--- src/rtl/flow_ctl_pkg.sv ---
package flow_ctl_pkg;

    localparam int CFG_AW = 3;

    localparam logic [CFG_AW-1:0] ADR_MODE  = 3'd0;
    localparam logic [CFG_AW-1:0] ADR_GO1   = 3'd1;
    localparam logic [CFG_AW-1:0] ADR_GO2   = 3'd2;
    localparam logic [CFG_AW-1:0] ADR_STOP1 = 3'd3;
    localparam logic [CFG_AW-1:0] ADR_STOP2 = 3'd4;

    // compare / insert selection per direction
    typedef enum logic [1:0] {
        FM_OFF   = 2'b00,
        FM_CHAR1 = 2'b01,
        FM_CHAR2 = 2'b10,
        FM_PAIR  = 2'b11
    } fmode_e;

    typedef enum logic [1:0] {
        TS_IDLE   = 2'd0,
        TS_FIRST  = 2'd1,
        TS_SECOND = 2'd2
    } tstate_e;

endpackage

--- src/rtl/flow_cfg_regs.sv ---
module flow_cfg_regs
    import flow_ctl_pkg::*;
#(
    parameter int          DATA_W   = 8,
    parameter logic [7:0]  LOCK_KEY = 8'hBF
) (
    input  logic                 clk,
    input  logic                 rst_n,
    input  logic [7:0]           lcr_value,
    input  logic                 cfg_we,
    input  logic [CFG_AW-1:0]    cfg_addr,
    input  logic [DATA_W-1:0]    cfg_wdata,
    output logic [DATA_W-1:0]    cfg_rdata,
    output fmode_e               rx_mode,
    output fmode_e               tx_mode,
    output logic [DATA_W-1:0]    go1,
    output logic [DATA_W-1:0]    go2,
    output logic [DATA_W-1:0]    stop1,
    output logic [DATA_W-1:0]    stop2
);

    localparam int MODE_W = 4;

    typedef struct packed {
        logic [MODE_W-1:0] mode;
        logic [DATA_W-1:0] go1;
        logic [DATA_W-1:0] go2;
        logic [DATA_W-1:0] stop1;
        logic [DATA_W-1:0] stop2;
    } cfg_t;

    cfg_t st_d, st_q;
    logic unlocked;

    assign unlocked = (lcr_value == LOCK_KEY);

    always_comb begin
        st_d = st_q;
        if (cfg_we && unlocked) begin
            case (cfg_addr)
                ADR_MODE:  st_d.mode  = cfg_wdata[MODE_W-1:0];
                ADR_GO1:   st_d.go1   = cfg_wdata;
                ADR_GO2:   st_d.go2   = cfg_wdata;
                ADR_STOP1: st_d.stop1 = cfg_wdata;
                ADR_STOP2: st_d.stop2 = cfg_wdata;
                default:   st_d = st_q;
            endcase
        end
    end

    always_ff @(posedge clk or negedge rst_n) begin
        if (!rst_n) st_q <= '0;
        else        st_q <= st_d;
    end

    always_comb begin
        cfg_rdata = '0;
        if (unlocked) begin
            case (cfg_addr)
                ADR_MODE:  cfg_rdata = {{(DATA_W-MODE_W){1'b0}}, st_q.mode};
                ADR_GO1:   cfg_rdata = st_q.go1;
                ADR_GO2:   cfg_rdata = st_q.go2;
                ADR_STOP1: cfg_rdata = st_q.stop1;
                ADR_STOP2: cfg_rdata = st_q.stop2;
                default:   cfg_rdata = '0;
            endcase
        end
    end

    assign rx_mode = fmode_e'(st_q.mode[1:0]);
    assign tx_mode = fmode_e'(st_q.mode[3:2]);
    assign go1     = st_q.go1;
    assign go2     = st_q.go2;
    assign stop1   = st_q.stop1;
    assign stop2   = st_q.stop2;

endmodule

--- src/rtl/flow_rx_match.sv ---
module flow_rx_match
    import flow_ctl_pkg::*;
#(
    parameter int DATA_W = 8
) (
    input  logic              clk,
    input  logic              rst_n,
    input  fmode_e            rx_mode,
    input  logic [DATA_W-1:0] go1,
    input  logic [DATA_W-1:0] go2,
    input  logic [DATA_W-1:0] stop1,
    input  logic [DATA_W-1:0] stop2,
    input  logic              rx_valid,
    input  logic [DATA_W-1:0] rx_data,
    output logic              rx_drop,
    output logic              suspend
);

    typedef struct packed {
        logic suspend;
        logic half_stop;   // first char of a stop pair seen last
        logic half_go;     // first char of a go pair seen last
    } rxm_t;

    rxm_t st_d, st_q;
    logic stop_hit, go_hit;

    always_comb begin
        stop_hit = 1'b0;
        go_hit   = 1'b0;
        case (rx_mode)
            FM_CHAR1: begin
                stop_hit = (rx_data == stop1);
                go_hit   = (rx_data == go1);
            end
            FM_CHAR2: begin
                stop_hit = (rx_data == stop2);
                go_hit   = (rx_data == go2);
            end
            FM_PAIR: begin
                stop_hit = st_q.half_stop && (rx_data == stop2);
                go_hit   = st_q.half_go   && (rx_data == go2);
            end
            default: begin
                stop_hit = 1'b0;
                go_hit   = 1'b0;
            end
        endcase
    end

    always_comb begin
        st_d    = st_q;
        rx_drop = 1'b0;
        if (rx_mode == FM_OFF) begin
            st_d.half_stop = 1'b0;
            st_d.half_go   = 1'b0;
        end else if (rx_valid) begin
            if (st_q.suspend && go_hit) begin
                st_d.suspend   = 1'b0;
                st_d.half_stop = 1'b0;
                st_d.half_go   = 1'b0;
                rx_drop        = 1'b1;
            end else if (stop_hit) begin
                st_d.suspend   = 1'b1;
                st_d.half_stop = 1'b0;
                st_d.half_go   = 1'b0;
                rx_drop        = 1'b1;
            end else begin
                st_d.half_stop = (rx_mode == FM_PAIR) && (rx_data == stop1);
                st_d.half_go   = (rx_mode == FM_PAIR) && (rx_data == go1);
            end
        end
    end

    always_ff @(posedge clk or negedge rst_n) begin
        if (!rst_n) st_q <= '0;
        else        st_q <= st_d;
    end

    assign suspend = st_q.suspend;

endmodule

--- src/rtl/flow_tx_insert.sv ---
module flow_tx_insert
    import flow_ctl_pkg::*;
#(
    parameter int DATA_W = 8,
    parameter int CNT_W  = 6
) (
    input  logic              clk,
    input  logic              rst_n,
    input  fmode_e            tx_mode,
    input  logic [DATA_W-1:0] go1,
    input  logic [DATA_W-1:0] go2,
    input  logic [DATA_W-1:0] stop1,
    input  logic [DATA_W-1:0] stop2,
    input  logic [CNT_W-1:0]  fifo_count,
    input  logic [CNT_W-1:0]  trig_level,
    input  logic              ins_ack,
    output logic              ins_req,
    output logic [DATA_W-1:0] ins_char
);

    typedef struct packed {
        tstate_e state;
        logic    is_stop;    // sequence in progress is a stop
        logic    stop_sent;  // stop went out, go still owed
    } txi_t;

    txi_t st_d, st_q;
    logic above;

    assign above = (fifo_count >= trig_level);

    always_comb begin
        st_d = st_q;
        case (st_q.state)
            TS_IDLE: begin
                if (tx_mode != FM_OFF) begin
                    if (above && !st_q.stop_sent) begin
                        st_d.is_stop = 1'b1;
                        st_d.state   = (tx_mode == FM_CHAR2) ? TS_SECOND : TS_FIRST;
                    end else if (!above && st_q.stop_sent) begin
                        st_d.is_stop = 1'b0;
                        st_d.state   = (tx_mode == FM_CHAR2) ? TS_SECOND : TS_FIRST;
                    end
                end
            end
            TS_FIRST: begin
                if (ins_ack) begin
                    if (tx_mode == FM_PAIR) begin
                        st_d.state = TS_SECOND;
                    end else begin
                        st_d.state     = TS_IDLE;
                        st_d.stop_sent = st_q.is_stop;
                    end
                end
            end
            TS_SECOND: begin
                if (ins_ack) begin
                    st_d.state     = TS_IDLE;
                    st_d.stop_sent = st_q.is_stop;
                end
            end
            default: st_d.state = TS_IDLE;
        endcase
    end

    always_ff @(posedge clk or negedge rst_n) begin
        if (!rst_n) st_q <= '{state: TS_IDLE, is_stop: 1'b0, stop_sent: 1'b0};
        else        st_q <= st_d;
    end

    assign ins_req = (st_q.state != TS_IDLE);

    always_comb begin
        if (st_q.state == TS_SECOND) ins_char = st_q.is_stop ? stop2 : go2;
        else                         ins_char = st_q.is_stop ? stop1 : go1;
    end

endmodule

--- src/rtl/flow_ctl_top.sv ---
module flow_ctl_top
    import flow_ctl_pkg::*;
#(
    parameter int         DATA_W     = 8,
    parameter int         FIFO_DEPTH = 32,
    parameter logic [7:0] LOCK_KEY   = 8'hBF,
    localparam int        CNT_W      = $clog2(FIFO_DEPTH + 1)
) (
    input  logic              clk,
    input  logic              rst_n,
    input  logic [7:0]        lcr_value,
    input  logic              cfg_we,
    input  logic [CFG_AW-1:0] cfg_addr,
    input  logic [DATA_W-1:0] cfg_wdata,
    output logic [DATA_W-1:0] cfg_rdata,
    input  logic              rx_valid,
    input  logic [DATA_W-1:0] rx_data,
    output logic              rx_drop,
    output logic              tx_suspend,
    input  logic [CNT_W-1:0]  fifo_count,
    input  logic [CNT_W-1:0]  trig_level,
    output logic              ins_req,
    output logic [DATA_W-1:0] ins_char,
    input  logic              ins_ack
);

    fmode_e            rx_mode, tx_mode;
    logic [DATA_W-1:0] go1, go2, stop1, stop2;

    flow_cfg_regs #(.DATA_W(DATA_W), .LOCK_KEY(LOCK_KEY)) u_cfg (
        .clk       (clk),
        .rst_n     (rst_n),
        .lcr_value (lcr_value),
        .cfg_we    (cfg_we),
        .cfg_addr  (cfg_addr),
        .cfg_wdata (cfg_wdata),
        .cfg_rdata (cfg_rdata),
        .rx_mode   (rx_mode),
        .tx_mode   (tx_mode),
        .go1       (go1),
        .go2       (go2),
        .stop1     (stop1),
        .stop2     (stop2)
    );

    flow_rx_match #(.DATA_W(DATA_W)) u_rx (
        .clk      (clk),
        .rst_n    (rst_n),
        .rx_mode  (rx_mode),
        .go1      (go1),
        .go2      (go2),
        .stop1    (stop1),
        .stop2    (stop2),
        .rx_valid (rx_valid),
        .rx_data  (rx_data),
        .rx_drop  (rx_drop),
        .suspend  (tx_suspend)
    );

    flow_tx_insert #(.DATA_W(DATA_W), .CNT_W(CNT_W)) u_tx (
        .clk        (clk),
        .rst_n      (rst_n),
        .tx_mode    (tx_mode),
        .go1        (go1),
        .go2        (go2),
        .stop1      (stop1),
        .stop2      (stop2),
        .fifo_count (fifo_count),
        .trig_level (trig_level),
        .ins_ack    (ins_ack),
        .ins_req    (ins_req),
        .ins_char   (ins_char)
    );

endmodule

--- config.mk ---
export PLATFORM = sky130hd
export DESIGN_NAME = flow_ctl_top
export DESIGN_NICKNAME = d
export VERILOG_FILES = /design/src/rtl/flow_ctl_pkg.sv /design/src/rtl/flow_cfg_regs.sv /design/src/rtl/flow_rx_match.sv /design/src/rtl/flow_tx_insert.sv /design/src/rtl/flow_ctl_top.sv
export SDC_FILE = /design/constraint.sdc
export NUM_CORES = 1
export LEC_CHECK = 0
export BUFFER_PORTS_ARGS = -buffer_cell sky130_fd_sc_hd__buf_2
export CAP_MARGIN = 20
export CORE_UTILIZATION = 41
export DETAILED_ROUTE_END_ITERATION = 10
export GPL_ROUTABILITY_DRIVEN = 0
export GPL_TIMING_DRIVEN = 0
export PLACE_DENSITY = 0.7
export SETUP_SLACK_MARGIN = 0.1
export SYNTH_ARGS = -nofsm -noshare
export SYNTH_HDL_FRONTEND = slang
export SYNTH_SLANG_ARGS = --single-unit
--- constraint.sdc ---
create_clock -name clk -period 5.6 [get_ports clk]
set_clock_uncertainty 0.15 [all_clocks]
set_input_delay 1.12 -clock clk [delete_from_list [all_inputs] [get_ports clk]]
set_output_delay 1.12 -clock clk [all_outputs]
set_load 0.05 [all_outputs]
# Word-level counts from Yosys, hierarchy flattened

Cells that the tools add are included.

Register bits: 43
Input bits: 44
Output and inout bits: 19
Logic and storage cells: 90

Order comparisons: 1
Equal/unequal tests: 21
Muxes and demuxes: 28
Bitwise gates (word level): 1
Reductions and logical operators: 28

Operators with widths:

| operator             | number |
|---|---|
| $pmux W8 S5          | 1 |
| $eq A8 B8 Y1         | 4 |
| $mux W8              | 4 |
| $mux W2              | 7 |
| $mux W3              | 4 |
| $reduce_bool A2 Y1   | 6 |
| $eq A2 B2 Y1 const B | 5 |
| $reduce_and A2 Y1    | 5 |
| $eq A8 B8 Y1 const B | 1 |
| $logic_and A1 B1 Y1  | 8 |
| $mux W1              | 8 |
| $reduce_and A4 Y1    | 2 |
| $eq A3 B2 Y1 const B | 2 |
| $ge A6 B6 Y1         | 1 |
| $ne A2 B2 Y1 const B | 3 |
| $pmux W1 S3          | 2 |
| $pmux W2 S3          | 1 |
| $reduce_and A3 Y1    | 2 |
| $eq A2 B1 Y1 const B | 2 |
| $logic_not A2 Y1     | 2 |
| $eq A3 B1 Y1 const B | 1 |
| $eq A3 B3 Y1 const B | 1 |
| $logic_not A3 Y1     | 1 |
| $ne A3 B1 Y1 const B | 1 |
| 4 further kinds      | 5 |

# Depth between registers and ports, before layout

Depth in word-level cells: 7
Depth in mapped cells: 13

# Modules after synthesis

A second synthesis with hierarchy kept.

Cells, all modules: 256
Area, all modules: 2984.1 um^2

Modules (own cells, without submodules):

| module         | times used | cells each | area each (um^2) | sequential area each (um^2) |
|---|---|---|---|---|
| flow_cfg_regs  | 1          | 132        | 1818.0           | 900.9 |
| flow_tx_insert | 1          | 55         | 610.6            | 100.1 |
| flow_rx_match  | 1          | 69         | 555.5            | 75.1 |

# Least setup slack after synthesis

Ideal clock, no wire load.

Path type: in2out
From: input port rx_data[4]
To: output port rx_drop
Arrival time: 2.751 ns
Setup slack: 1.579 ns
Stages: 7
Path through: buf_2 > xor2_1 > nor4_1 > nand2_1 > o22a_1 > o21ai_2 > nor2b_1

Word-level cells in the longest chain between the ends: 7

Ends and longest elaborated chain:

| item                                                  | RTL line                                 | source |
|---|---|---|
| start: declaration                                    | flow_ctl_top.sv:17                       | `input logic [DATA_W-1:0] rx_data,` |
| $eq A8 B8 Y1, on equally long branches                | --                                       |  |
| $logic_and A1 B1 Y1, on equally long branches         | flow_rx_match.sv:41, flow_rx_match.sv:42 |  |
| $pmux W1 S3                                           | flow_rx_match.sv:31                      | `case (rx_mode)` |
| $mux W1 / $logic_and A1 B1 Y1 (equally long branches) | flow_rx_match.sv:63, flow_rx_match.sv:58 |  |
| $mux W1 (*)                                           | flow_rx_match.sv:58                      | `if (st_q.suspend && go_hit) begin` |
| $mux W1 (*)                                           | flow_rx_match.sv:57                      | `end else if (rx_valid) begin` |
| $mux W1 (*)                                           | flow_rx_match.sv:54                      | `if (rx_mode == FM_OFF) begin` |
| end: declaration                                      | flow_ctl_top.sv:18                       | `output logic rx_drop,` |

Mark *: on every way between the ends. The rest lies on a longest branch, timed or not.

# Final worst setup path

From: input port cfg_addr[0]
To: output port cfg_rdata[3]

Word-level cells in the longest chain between the ends: 3

Ends and longest elaborated chain:

| item                                       | RTL line            | source |
|---|---|---|
| start: declaration                         | flow_ctl_top.sv:13  | `input logic [CFG_AW-1:0] cfg_addr,` |
| $eq A3 B3 Y1, or another cell as far along | flow_cfg_regs.sv:59 | `case (cfg_addr)` |
| $pmux W8 S5 (*)                            | flow_cfg_regs.sv:59 |  |
| $mux W8 (*)                                | flow_cfg_regs.sv:58 | `if (unlocked) begin` |
| end: declaration                           | flow_ctl_top.sv:15  | `output logic [DATA_W-1:0] cfg_rdata,` |

Marked as above.

==> metrics.txt <==
diodes inserted 0; width of the die 85.9 µm; setup repair after global routing missed its margin false; drt total wl 7140 µm; Port Buffers 57; area added between synthesis and finish 18.1%; minimum setup slack among reg-to-reg paths 3.74 ns; average vias per placed instance 5.54; fraction of synthesized area in multiplexers 24.6%; Rows 30; number of DRC markers in iteration 0 173; critical path data required time 4.33 ns; first-pass GRT wire length 11700 µm; Fin. Hold Viols 0; area of the core 6790 µm²; number of cells on the worst reg-to-reg path 5; Synth cell types 42; R2R Path Start u_tx.st_q[2]$_DFFE_PN0P_; number of flip-flops and latches in the synthesized netlist 43; grt ovf 0; HPWL after detailed placement 5300 µm; part of the Yosys area used for sequential elements 37.3%; origin of the worst setup path cfg_addr[0]; compound-cell area share of the yosys netlist 9.88%; combinational family with the most area after synthesis multiplexers; category of the most critical setup path input pin to output port; status complete, no violations; count of final setup violators 0; area of the die 7380 µm²; Skew-Pair Late Insertion Delay 0.30 ns; min cycle time layout 3.95 ns; adder and majority cell fraction of the synthesized area 3.47%; initial core utilization 42.5%; timing endpoint of the critical path cfg_rdata[3]; Top-Level Pins 63; power density over the cells 192 nW/µm²; arrival time at the worst endpoint 2.68 ns; average cell area after synthesis 11.2 µm²; Max transition margin 35.8%; leakage dissipation 1.65 nW; maximum buffer depth of the clock tree 2; number of vias after detailed routing 2316; number of cells in the design after placement 410; crit end category output port; transition time at the pin with the least slew margin 0.962 ns; class of the worst hold path flop to flop; number of global-route vias before repair 2312; worst vdd rail ir drop 0.0816 mV; post-synth top area share 37.3%; average detailed-routed wire length per instance 17.1 µm; pin count of the biggest net entering global routing 44; Total Nets Final 373; buffer count from post-CTS setup fixing 0; CTS tree built; number of cells produced by synthesis 257; GRT Resource Usage Total 20.9%; Routed Antenna Nets 0; Simple-Gate Fraction of Synth Area 12.0%; cts bufs inserted 5; maximum capacitance violations 0; TritonCTS sink count 43; count of hold buffers inserted by post-cts repair 0; final routed DRC violation total 0; final number of max-transition violations 0; CTS root buffer clkbuf_8; type of origin of the critical path input pin; number of search-and-repair iterations in the first detailed-routing pass 4; xor and xnor area share after synthesis 9.71%; synth warn 0; Mapped Nets 309; DIE HEIGHT 85.9 µm; Clock Pin Slew Worst Setup and Hold Paths 0.08 ns; top cells by area in the synthesized netlist dfrtp_1 37%, mux2_2 18%, mux4_2 6.2%; Resized cells post-CTS 0; cell area after technology mapping 2890 µm²; total number of H-tree levels 2; antenna violations before repair 0; worst reg2reg path endpoint u_tx.st_q[0]$_DFFE_PN0P_; final setup TNS 0 ns; top achievable clock speed 253 MHz; post-route insts no fill 418; share of the clock period used by the worst path after layout 70.5%; Critical Path Fanout Max 10; fraction of layout instances using a drive strength above 1 41.6%; most area-hungry cell type in the Yosys netlist dfrtp_1
==> state kept, by name (all words and copies together), names as in the netlist <==
| signal | cells |
|---|---|
| u_cfg.go2 | 8 |
| u_rx.suspend | 1 |
| u_tx.st_q | 4 |
| u_cfg.go1 | 8 |
| u_cfg.tx_mode | 2 |
| u_cfg.rx_mode | 2 |
| u_cfg.stop1 | 8 |
| u_rx.st_q | 2 |
| u_cfg.stop2 | 8 |
==> metrics by stage <==
step	utilization (%)	area, µm²	setup slack [ns]	total power, W	hold slack, ns
floorplan	-	2890	1.58	0.000368	0.298
global placement	48.5	3290	1.69	0.000405	0.331
detailed placement	48.5	3290	1.65	0.000407	0.343
CTS	50.2	3410	1.62	0.000659	0.360
global route	50.2	3410	1.54	0.000678	0.377
finish	50.2	3410	1.65	0.000654	0.356
==> power by group <==
group | total, W | internal, W | switching, W
registers | 0.000316 | 0.000313 | 0.00000287
clock network | 0.000253 | 0.000144 | 0.000109
logic | 0.0000846 | 0.0000347 | 0.0000498
==> cells in the final DEF, fill, tap and decap left out, types with 5 or more instances in the layout <==
cell      instances
mux2_2           45
mux4_2            8
xor2_1           13
nor2b_1           7
ha_1              8
inv_1            10
o21ai_0           9
a31oi_1           5
dfrtp_1          43
clkbuf_8          6
buf_2            62
nand2_1           6
xnor2_1          19
a22oi_1          12
nor2_1           17
o22a_1            5
==> synthesized netlist by cell type (all sizes together) <==
library cell	n
mux2	47
dfrtp	43
nor2	20
xnor2	19
xor2	13
a22oi	12
inv	10
o21ai	10
ha	8
mux4	8
nand2	8
buf	7
nor2b	7
a31oi	5
nand4	5
o22a	5
clkbuf	4
nor4	4
nand3	3
nor3	3
a21o	2
a21oi	2
nand2b	2
nand3b	2
o31ai	2
a41oi	1
nand4b	1
o2111ai	1
o32ai	1
or2	1
or3	1
==> cell type report <==
type / instances / area, µm²
clock inverters: 2 / 35.0
fillers: 644 / 3380
well taps: 96 / 120
multi-input cells: 193 / 1720
flip-flops and latches: 43 / 1080
inverters: 10 / 37.5
plain buffers: 11 / 51.3
clock buffers: 6 / 82.6
repair buffers: 57 / 285
==> logic make-up (layout without fill, tap and decap cells) <==
| logic type | after synthesis | in the layout |
|---|---|---|
| multiplexers | 55 | 55 |
| XOR/XNOR | 32 | 32 |
| flip-flops | 43 | 43 |
| AND/OR/NAND/NOR | 57 | 57 |
| buffers and inverters | 21 | 86 |
| adder cells (fa/ha/maj) | 8 | 8 |
| AO/OA/AOI/OAI | 41 | 41 |
==> critical path, cell delays in order <==
cell,delay (ns)
buf_2,0.18
buf_4,0.24
nor2b_1,0.35
a22oi_1,0.15
o22a_1,0.22
nor2_1,0.12
buf_2,0.28
==> layer usage <==
metal  GRT usage [%]  vias to the layer above  routed length [µm]
met4            8.03                        0                 185
met2            33.3                       88                3380
li1                -                     1063                   -
met1            28.5                     1149                3140
met5               0                        -                   0
met3            3.46                       16                 439
==> worst min path at each step <==
stage,from,to,cells after the start
after floorplan,u_tx.st_q[3]$_DFFE_PN0P_,u_tx.st_q[2]$_DFFE_PN0P_,1
after global placement,u_tx.st_q[3]$_DFFE_PN0P_,u_tx.st_q[2]$_DFFE_PN0P_,1
after detailed placement,u_tx.st_q[3]$_DFFE_PN0P_,u_tx.st_q[2]$_DFFE_PN0P_,1
after CTS,u_tx.st_q[3]$_DFFE_PN0P_,u_tx.st_q[2]$_DFFE_PN0P_,1
after global routing,u_tx.st_q[3]$_DFFE_PN0P_,u_tx.st_q[2]$_DFFE_PN0P_,1
final,u_rx.suspend$_DFFE_PN0P_,u_rx.suspend$_DFFE_PN0P_,1
No activity file was read; power rests on OpenSTA's default activity.
